[src/rtl/sws_pkg.sv]
package sws_pkg;

  typedef enum logic [1:0] {
    REC_HDR = 2'd0,
    REC_LBL = 2'd1,
    REC_DAT = 2'd2
  } rec_e;

  typedef enum logic [1:0] {
    ST_IDLE  = 2'd0,
    ST_START = 2'd1,
    ST_WAIT  = 2'd2
  } st_e;

  localparam int NUM_REC = 3;

  // Word count of a record given the three configured lengths.
  function automatic int unsigned rec_len(rec_e r, int unsigned hdr,
                                          int unsigned lbl, int unsigned dat);
    case (r)
      REC_HDR: return hdr;
      REC_LBL: return lbl;
      default: return dat;
    endcase
  endfunction

  function automatic int unsigned max3(int unsigned a, int unsigned b,
                                       int unsigned c);
    int unsigned m;
    m = (a > b) ? a : b;
    return (m > c) ? m : c;
  endfunction

endpackage

[src/rtl/sws_fsm.sv]
module sws_fsm
  import sws_pkg::*;
(
  input  logic clk,
  input  logic rst_n,
  input  logic accept,
  input  logic abort_evt,
  input  logic adv,
  input  logic fin,
  output logic st_start,
  output logic st_wait,
  output logic st_idle
);

  st_e state, state_nx;

  always_comb begin
    state_nx = state;
    case (state)
      ST_IDLE:  if (accept) state_nx = ST_START;
      ST_START: state_nx = abort_evt ? ST_IDLE : ST_WAIT;
      ST_WAIT: begin
        if (abort_evt || fin) state_nx = ST_IDLE;
        else if (adv)         state_nx = ST_START;
      end
      default:  state_nx = ST_IDLE;
    endcase
  end

  always_ff @(posedge clk) begin
    if (!rst_n) state <= ST_IDLE;
    else        state <= state_nx;
  end

  assign st_start = (state == ST_START);
  assign st_wait  = (state == ST_WAIT);
  assign st_idle  = (state == ST_IDLE);

endmodule

[src/rtl/sws_rec_sel.sv]
module sws_rec_sel #(
  parameter int NREC  = 3,
  localparam int IDX_W = (NREC > 1) ? $clog2(NREC) : 1
) (
  input  logic             clk,
  input  logic             rst_n,
  input  logic             clr,
  input  logic             adv,
  output logic [IDX_W-1:0] idx,
  output logic             last_rec
);

  always_ff @(posedge clk) begin
    if (!rst_n || clr) idx <= '0;
    else if (adv)      idx <= idx + 1'b1;
  end

  assign last_rec = (idx == IDX_W'(NREC - 1));

endmodule

[src/rtl/sws_status.sv]
module sws_status (
  input  logic clk,
  input  logic rst_n,
  input  logic accept,
  input  logic abort_evt,
  input  logic fin,
  output logic write_gate,
  output logic overrun,
  output logic sector_done
);

  always_ff @(posedge clk) begin
    if (!rst_n) begin
      write_gate  <= 1'b0;
      overrun     <= 1'b0;
      sector_done <= 1'b0;
    end else begin
      sector_done <= fin;
      if (accept)                write_gate <= 1'b1;
      else if (abort_evt || fin) write_gate <= 1'b0;
      if (accept)                overrun <= 1'b0;
      else if (abort_evt)        overrun <= 1'b1;
    end
  end

endmodule

[src/rtl/sector_write_seq.sv]
module sector_write_seq
  import sws_pkg::*;
#(
  parameter int HDR_WORDS = 2,
  parameter int LBL_WORDS = 8,
  parameter int DAT_WORDS = 256,
  localparam int LEN_W = $clog2(max3(HDR_WORDS, LBL_WORDS, DAT_WORDS) + 1)
) (
  input  logic             clk,
  input  logic             rst_n,
  input  logic             wr_req,
  input  logic             sector_mark,
  input  logic             fld_done,
  output logic             fld_start,
  output logic             fld_abort,
  output logic [1:0]       fld_kind,
  output logic [LEN_W-1:0] fld_words,
  output logic             write_gate,
  output logic             overrun,
  output logic             sector_done
);

  localparam int IDX_W = $clog2(NUM_REC);

  logic st_start, st_wait, st_idle;
  logic accept, abort_evt, adv, fin, last_rec;
  logic [IDX_W-1:0] rec_idx;
  rec_e cur_rec;

  // Named internal events.
  assign accept    = st_idle && wr_req && sector_mark;
  assign abort_evt = (st_start || st_wait) && sector_mark;
  assign adv       = st_wait && fld_done && !last_rec && !sector_mark;
  assign fin       = st_wait && fld_done && last_rec && !sector_mark;

  sws_fsm u_fsm (
    .clk      (clk),
    .rst_n    (rst_n),
    .accept   (accept),
    .abort_evt(abort_evt),
    .adv      (adv),
    .fin      (fin),
    .st_start (st_start),
    .st_wait  (st_wait),
    .st_idle  (st_idle)
  );

  sws_rec_sel #(.NREC(NUM_REC)) u_rec (
    .clk     (clk),
    .rst_n   (rst_n),
    .clr     (accept),
    .adv     (adv),
    .idx     (rec_idx),
    .last_rec(last_rec)
  );

  sws_status u_stat (
    .clk        (clk),
    .rst_n      (rst_n),
    .accept     (accept),
    .abort_evt  (abort_evt),
    .fin        (fin),
    .write_gate (write_gate),
    .overrun    (overrun),
    .sector_done(sector_done)
  );

  assign cur_rec   = rec_e'(rec_idx);
  assign fld_start = st_start;
  assign fld_abort = abort_evt;
  assign fld_kind  = cur_rec;
  assign fld_words = LEN_W'(rec_len(cur_rec, HDR_WORDS, LBL_WORDS, DAT_WORDS));

endmodule

[config.mk]
export PLATFORM = sky130hd
export DESIGN_NAME = sector_write_seq
export DESIGN_NICKNAME = d
export VERILOG_FILES = /design/src/rtl/sws_pkg.sv /design/src/rtl/sws_fsm.sv /design/src/rtl/sws_rec_sel.sv /design/src/rtl/sws_status.sv /design/src/rtl/sector_write_seq.sv
export SDC_FILE = /design/constraint.sdc
export NUM_CORES = 1
export LEC_CHECK = 0
export BUFFER_PORTS_ARGS = -buffer_cell sky130_fd_sc_hd__buf_2
export CAP_MARGIN = 20
export CORE_AREA = 2 2 39 41
export CTS_CLUSTER_DIAMETER = 200
export CTS_CLUSTER_SIZE = 25
export DETAILED_ROUTE_END_ITERATION = 10
export DIE_AREA = 0 0 41 43
export PLACE_DENSITY_LB_ADDON = 0.1
export SYNTH_ARGS = -nofsm -noshare
export SYNTH_HDL_FRONTEND = slang
export SYNTH_SLANG_ARGS = --single-unit
[constraint.sdc]
create_clock -name clk -period 4.21 [get_ports clk]
set_input_delay 0.6315 -clock clk [delete_from_list [all_inputs] [get_ports clk]]
set_output_delay 0.6315 -clock clk [all_outputs]
set_load 0.01 [all_outputs]
==> metrics, run 1 <==
Critical Path AT=1.34 ns; Yosys top cell area share=roughly 28%; row count=14; worst hold stages=2; Async SR Flop Fraction=0%; number of synthesized flops with an enable pin=0; largest net degree at the start of global routing=10; clk slew on worst S/H paths=0.05 ns; pre-CTS setup slack=2.50 ns; min cycle time layout=1.97 ns; Netlist cell types=20; Max Fclk=roughly 510 MHz; Min-Delay Path Class=reg2reg; max_cap viols=0; initial antenna violation count=0; core box area=1380 sq um; CP endpoint kind=output port; mux contribution to synthesized area=3.97%; Compound-Gate Fraction of Synth Area=10.9%; Layout Nets=88; top post-synthesis cells by area=dfxtp_1 (28%), ha_1 (20%), buf_4 (8.9%), inv_1 (4.5%), mux2i_1 (4.0%); final worst slack=2.24 ns; drt drc=0; H-tree depth=1; DR vias/cell=4.69; Post-Route WL=roughly 900 um; count leader, synth=ha_1; adder-cell share of the synthesized area=19.9%; Die H=43 um; buffer count from post-CTS setup fixing=0; Synth Register Bits=7; Port Buffer Count=14; Syn Inst Count=57; DR vias=422; static leakage=0.289 nW; DR iter-0 viols=2; CTS Sinks=7; Synth Area in XOR/XNOR=1.74%; RSZ-0062 raised after global routing=false; Finished Cell Area=594 sq um; GR Util All Layers=11.7%; CTS Buf Count=3; main combinational cell family by area after synthesis=simple AND/OR/NAND/NOR gates; RePlAce Congestion=0.730; Hold Path End=u_stat.write_gate$_SDFFE_PN0P_; Synth Warn #=0; first-pass GRT wire length=around 1400 um; startpoint types=register; Clock Latency Late Sink=0.24 ns; P per Cell Area=390 nW/um^2; Fin Setup TNS=0 ns; initial core utilization=a little over a third; Syn Std Cell Area=just over 500 sq um; CTS Root Buffer Type=clkbuf_4; Post-CTS Hold Buffers=0; Routed wire per std cell=9.98 um; Peak supply drop=0.211 mV; Final Max Slew Viols=0; leading area contributor after synthesis=dfxtp_1; r2r setup slk=about 2.7 ns; Final HPWL DP=a little under 800 um; fin crit share=46.9%; ant diodes=0; Fin. Hold Viols=0; kind of critical path=reg2out; worst hold path startpoint=u_stat.write_gate$_SDFFE_PN0P_; post-route ant nets=0; crit path max fanout=6; Worst Reg-to-Reg Cells=5; Commonest cells post-synth=ha_1 (8), dfxtp_1 (7), buf_4 (6), inv_1 (6), nor2_1 (5); vias in the first global route=360; Fill cells=156; Area Overhead vs Synth=17.9%; DP Area=between 500 and 600 sq um; IO Pins=21; total power=0.232 mW; share of cells above drive strength 1=27.0%; status=complete, no violations; # setup viols final=0; TritonRoute pass-1 iters=2; worst reg2reg startpoint=u_fsm.state[0]$_SDFFE_PN0P_; Worst R2R End=u_fsm.state[0]$_SDFFE_PN0P_; Synth Area in Simple Gates=21.6%; die footprint=1760 sq um; CP Data Required Time=~3.6 ns; ys flop type=dfxtp_1; clock skew=0.00159 ns; PostCTS Resize Cnt=0; sequential area share after synthesis=27.8%; grt ovf=0; Die W=around 40 um; TritonCTS clock tree=yes; Post-Route Utilization=~43%; Clock Path Buffers=2; Mean Syn Cell Area=between 8 and 9 sq um
layer usage:
layer  part of all wire [%]  vias up  global-route usage, %
li1                       -      215                      -
met1                     40      197                   11.4
met2                     55       10                   19.7
met3                    5.0        0                   7.85
met4                      0        0                   2.00
met5                      0        -                      0
state kept, by name (all words and copies together), names as in the netlist:
register	cells
u_stat.write_gate	1
u_stat.sector_done	1
u_stat.overrun	1
u_rec.idx	2
u_fsm.state	2
cells by family after synthesis:
group / after synthesis
xor+xnor: 1
fa+ha+maj: 8
buf+inv: 12
flops: 7
other cells: 1
mux: 2
simple gates: 19
compound gates: 7
placed cells by master (no fill, tap or decap), types with 2 or more instances in the layout:
| master | netlist | routed |
|---|---|---|
| buf_2 | 0 | 14 |
| ha_1 | 8 | 8 |
| dfxtp_1 | 7 | 7 |
| inv_1 | 6 | 6 |
| conb_1 | 1 | 6 |
| nor2_1 | 5 | 5 |
| nand3_1 | 4 | 4 |
| nand2_1 | 3 | 3 |
| clkbuf_4 | 0 | 3 |
| a21oi_1 | 2 | 2 |
| nand3b_1 | 2 | 2 |
| nand2b_1 | 2 | 2 |
| a31oi_1 | 2 | 2 |
| mux2i_1 | 2 | 2 |
metrics by stage:
step           std cells  hold WS, ns
2_1_floorplan         62        0.468
3_3_place_gp          86        0.481
6_report              90        0.489
3_5_place_dp          86        0.477
4_1_cts               90        0.498
5_1_grt               90        0.530
worst max-delay path by stage:
stage,slack [ns],to,depth (start not counted),from
3_3_place_gp,2.51,fld_abort,4,sector_mark
6_report,2.24,fld_abort,5,u_fsm.state[0]$_SDFFE_PN0P_
4_1_cts,2.23,fld_abort,5,u_fsm.state[0]$_SDFFE_PN0P_
3_5_place_dp,2.50,fld_abort,5,u_fsm.state[0]$_SDFFE_PN0P_
5_1_grt,2.15,fld_abort,5,u_fsm.state[0]$_SDFFE_PN0P_
2_1_floorplan,2.64,fld_words[8],3,u_rec.idx[0]$_SDFFE_PP0P_
area by class of cell:
cell class	count	area [sq um]	share of cell area, %
inverter	6	22.5	3.79
timing repair buffer	14	70.1	11.8
tap	16	20.0	3.37
multi-input combinational	43	315	53.1
clock buffer	4	26.3	4.42
sequential	7	140	23.6
critical path: stages, from the launching register on:
cell	delay, ns
dfxtp_1	0.40
inv_1	0.08
ha_1	0.32
nand2_2	0.13
inv_1	0.04
buf_2	0.13
power by group:
| group | leakage (nW) | internal [mW] | switching, mW | total [mW] |
|---|---|---|---|---|
| clock | 0.0150 | 0.0360 | 0.0220 | 0.0580 |
| sequential | 0.0569 | 0.0756 | 0.00891 | 0.0845 |
| combinational | 0.217 | 0.0379 | 0.0515 | 0.0893 |
| total | 0.289 | 0.149 | 0.0824 | 0.232 |
Power figures use the tool's default switching activity.
==> inputs of run 2 (changes only) <==
==> constraint.sdc (replaced) <==
create_clock -name clk -period 2.1 [get_ports clk]
set_input_delay 0.315 -clock clk [delete_from_list [all_inputs] [get_ports clk]]
set_output_delay 0.315 -clock clk [all_outputs]
set_load 0.01 [all_outputs]
==> metrics, run 2 (synthesis results as in run 1) <==
status=complete, no violations; RePlAce Congestion=approximately 0.66; ant diodes=0; DR vias=411; Clock Latency Late Sink=between 0.2 and 0.3 ns; Finished Cell Area=594 sq um; share of cells above drive strength 1=between 20 and 30%; Layout Nets=88; TritonCTS clock tree=yes; drt drc=0; Final HPWL DP=around 700 um; Die H=43 um; post-route insts no fill=90; Post-CTS Hold Buffers=0; Critical Path AT=1.37 ns; CTS Root Buffer Type=clkbuf_4; fin crit share=between 80% and 90%; CP endpoint kind=output port; Routed wire per std cell=approximately 9.7 um; first-pass GRT wire length=between 1000 and 1500 um; GR Util All Layers=12.4%; post-route ant nets=0; CTS Buf Count=3; TritonRoute pass-1 iters=2; DP Area=568 sq um; Final Max Slew Viols=0; Peak supply drop=around 0.36 mV; RSZ-0062 raised after global routing=false; H-tree depth=1; switching power=roughly 0.17 mW; initial core utilization=36.4%; commonest non-fill, non-tap cell in the layout=buf_2; Power Internal=0.300 mW; critical path depth=5; Bufs and invs on worst path=3; Worst Setup SP=u_fsm.state[0]$_SDFFE_PN0P_; kind of critical path=reg2out; Seq pwr share=a little over a third; row count=14; Worst path slowest cell=dfxtp_1; startpoint types=register; most frequent cells in the layout=buf_2 (14), ha_1 (8), dfxtp_1 (7), inv_1 (6), conb_1 (6); Port Buffer Count=14; Max Fclk=594 MHz; grt ovf=0; vias in the first global route=between 300 and 400; Fill cells=approximately 150; static leakage=a little under 0.3 nW; Worst Reg-to-Reg Cells=5; worst hold path startpoint=rst_n; # setup viols final=0; Regs by FF count=u_fsm.state (2), u_rec.idx (2); die footprint=1760 sq um; Fin Setup TNS=0 ns; Placed Instances=86; Die W=41 um; initial antenna violation count=0; clock skew=0.000661 ns; buffer count from post-CTS setup fixing=0; max_cap viols=0; IO Pins=21; DR vias/cell=4.57; Area Overhead vs Synth=17.9%; CP Data Required Time=roughly 1.8 ns; Clock Path Buffers=2; largest net degree at the start of global routing=10; PostCTS Resize Cnt=0; P per Cell Area=788 nW/um^2; CP Cell Sequence=inv_1, ha_1, nand2_2, inv_1, buf_2; CTS Sinks=7; Switching Share=36.0%; min cycle time layout=1.68 ns; slowest stage delay, CP=0.40 ns; crit path max fanout=6; DR iter-0 viols=9; core box area=1380 sq um; most used cell, CP=inv_1; Clk pwr share=26.7%; Min-Delay Path Class=in2reg; worst reg2reg startpoint=u_fsm.state[0]$_SDFFE_PN0P_; Gate power share=37.4%; Fin. Hold Viols=0; worst hold stages=3; clk slew on worst S/H paths=around 0.05 ns; CP top delay family=flip-flops; Post-Route WL=between 800 and 900 um
==> run 2: cell counts in the layout (fill, tap and decap cells not counted) <==
Identical to the previous run, type by type.
==> run 2: worst paths after layout <==
path	end	slack (ns)
max	fld_abort	0.42
min reg2reg	u_stat.write_gate$_SDFFE_PN0P_	0.47
min	u_stat.sector_done$_SDFF_PN0_	0.37
max reg2reg	u_fsm.state[0]$_SDFFE_PN0P_	0.64
==> run 2: power groups by stage <==
stage	Combinational [mW]	Sequential [mW]	Clock, mW
after floorplan	0.135	0.172	0
after global placement	0.181	0.173	0
after detailed placement	0.176	0.172	0
after CTS	0.177	0.169	0.135
after global routing	0.198	0.172	0.141
final	0.175	0.168	0.125
==> run 2: metrics by stage <==
stage / utilization [%] / hold slack, ns / total power, mW / worst slack [ns]
floorplan: - / 0.447 / 0.307 / 0.709
global placement: 41.0 / 0.456 / 0.353 / 0.614
detailed placement: 41.0 / 0.460 / 0.348 / 0.635
CTS: 42.9 / 0.356 / 0.481 / 0.386
global route: 42.9 / 0.355 / 0.511 / 0.302
finish: 42.9 / 0.367 / 0.468 / 0.417
==> run 2: metal layers <==
metal  global-route usage [%]  up-vias  part of all wire, %
met5                        0        -                    0
met4                     12.0        0                  2.9
met3                     4.71        3                  4.7
met2                     17.8       11                   48
met1                     12.6      183                   44
li1                         -      214                    -
==> run 2: cell type report <==
class / instances / area (sq um) / share of cell area (%)
Multi-Input combinational cell: 43 / 315 / 53.1
Tap cell: 16 / 20.0 / 3.37
Timing Repair Buffer: 14 / 70.1 / 11.8
Clock buffer: 4 / 26.3 / 4.42
Inverter: 6 / 22.5 / 3.79
Sequential cell: 7 / 140 / 23.6
==> run 2: worst min-delay path, stage by stage <==
cell and delay (ns):
buf_2 0.14, inv_1 0.08, nor2_1 0.04
==> inputs of run 3 (changes only) <==
==> constraint.sdc (replaced) <==
create_clock -name clk -period 1.55 [get_ports clk]
set_input_delay 0.2325 -clock clk [delete_from_list [all_inputs] [get_ports clk]]
set_output_delay 0.2325 -clock clk [all_outputs]
set_load 0.01 [all_outputs]
==> metrics, run 3 (synthesis results as in run 1) <==
# setup viols final=0; Max Fclk=690 MHz; RePlAce Congestion=0.688; CTS Sinks=7; Peak supply drop=~0.4 mV; IO Pins=21; grt ovf=0; vias in the first global route=357; Fin Setup TNS=0 ns; post-route ant nets=0; commonest non-fill, non-tap cell in the layout=buf_2; Clock Path Buffers=2; total power=between 0.6 and 0.7 mW; DR vias=418; fin crit share=93.5%; crit path max fanout=6; Worst Setup SP=u_fsm.state[1]$_SDFFE_PN0P_; max_cap viols=0; clk slew on worst S/H paths=approximately 0.060 ns; startpoint types=register; ant diodes=0; Clock Latency Late Sink=0.26 ns; Final HPWL DP=747 um; Port Buffer Count=14; Post-Route WL=918 um; DR iter-0 viols=4; CTS Buf Count=3; kind of critical path=reg2out; Worst R2R End=u_fsm.state[0]$_SDFFE_PN0P_; Finished Cell Area=approximately 630 sq um; die footprint=1760 sq um; Critical Path Sink=fld_abort; register area=about 140 sq um; DR vias/cell=approximately 4.5; Fill cells=between 100 and 150; final worst slack=0.100 ns; largest net degree at the start of global routing=10; static leakage=0.308 nW; P per Cell Area=1090 nW/um^2; min cycle time layout=1.45 ns; Final Max Slew Viols=0; TritonCTS clock tree=yes; H-tree depth=1; drt drc=0; first-pass GRT wire length=approximately 1400 um; TritonRoute pass-1 iters=4; Routed wire per std cell=9.87 um; Critical Path AT=1.22 ns; CP Data Required Time=1.32 ns; CTS Root Buffer Type=clkbuf_4; DP Area=583 sq um; Multi-input gate area=between 300 and 400 sq um; Layout Nets=91; Area Overhead vs Synth=25.3%; Fin. Hold Viols=0; worst reg2reg startpoint=u_fsm.state[1]$_SDFFE_PN0P_; pre-CTS setup slack=0.139 ns; most frequent cells in the layout=buf_2 (14), ha_1 (7), inv_1 (6), conb_1 (6), dfxtp_1 (6); Min-Delay Path Class=in2reg; Die W=41 um; GR Util All Layers=12.3%; Die H=43 um; clock skew=0.00197 ns; share of cells above drive strength 1=33.8%; initial antenna violation count=0; status=complete, no violations; Regs by FF count=u_fsm.state (2), u_rec.idx (2); CP endpoint kind=output port; Post-CTS Hold Buffers=0; Worst Reg-to-Reg Cells=5; row count=14; r2r setup slk=0.20 ns; core box area=1380 sq um; RSZ-0062 raised after global routing=false; initial core utilization=between 30% and 40%
-- run 3: report_power, final --
group	internal [mW]	switching, mW
logic	0.142	0.159
clock network	0.0946	0.0746
registers	0.206	0.0135
total	0.442	0.247
-- run 3: what timing repair did --
action	in CTS	in global routing
setup endpoints to repair	1	1
pin swaps	0	1
resized for setup	1	1
setup buffers	0	1
-- run 3: layout make-up --
type / instances / share of cell area [%]
timing repair buffer: 17 / 14.7
clock inverter: 1 / 0.792
clock buffer: 3 / 3.56
multi-input combinational: 43 / 51.9
tap: 16 / 3.17
inverter: 6 / 3.56
sequential: 7 / 22.4
-- run 3: worst min path at each step --
stage / start / end / slack (ns) / depth (start not counted)
2_1_floorplan: rst_n / u_stat.write_gate$_SDFFE_PN0P_ / 0.36 / 2
6_report: rst_n / u_stat.sector_done$_SDFF_PN0_ / 0.28 / 3
4_1_cts: rst_n / u_stat.sector_done$_SDFF_PN0_ / 0.27 / 3
5_1_grt: rst_n / u_stat.sector_done$_SDFF_PN0_ / 0.27 / 3
3_5_place_dp: u_stat.overrun$_SDFFE_PP0P_ / u_stat.overrun$_SDFFE_PP0P_ / 0.47 / 2
3_3_place_gp: u_stat.overrun$_SDFFE_PP0P_ / u_stat.overrun$_SDFFE_PP0P_ / 0.48 / 2
-- run 3: layer usage --
layer	global-route usage [%]	part of all wire, %	vias up	routed length (um)
met5	0	0	-	0
met4	8.00	1.9	0	17
met3	7.85	7.2	4	66
met2	18.4	48	16	440
met1	11.7	43	180	394
li1	-	-	218	-
-- run 3: per-stage QoR --
stage               util (%)  hold WS (ns)  cells
floorplan                  -         0.364     62
global placement        42.1         0.482     88
detailed placement      42.1         0.473     88
CTS                     44.2         0.266     92
global route            45.7         0.268     93
finish                  45.7         0.280     93
-- run 3: critical path, cell delays in order, from the launching register on --
cell,delay [ns]
dfxtp_2,0.35
inv_1,0.08
ha_4,0.27
nand2_2,0.08
inv_1,0.06
buf_2,0.12
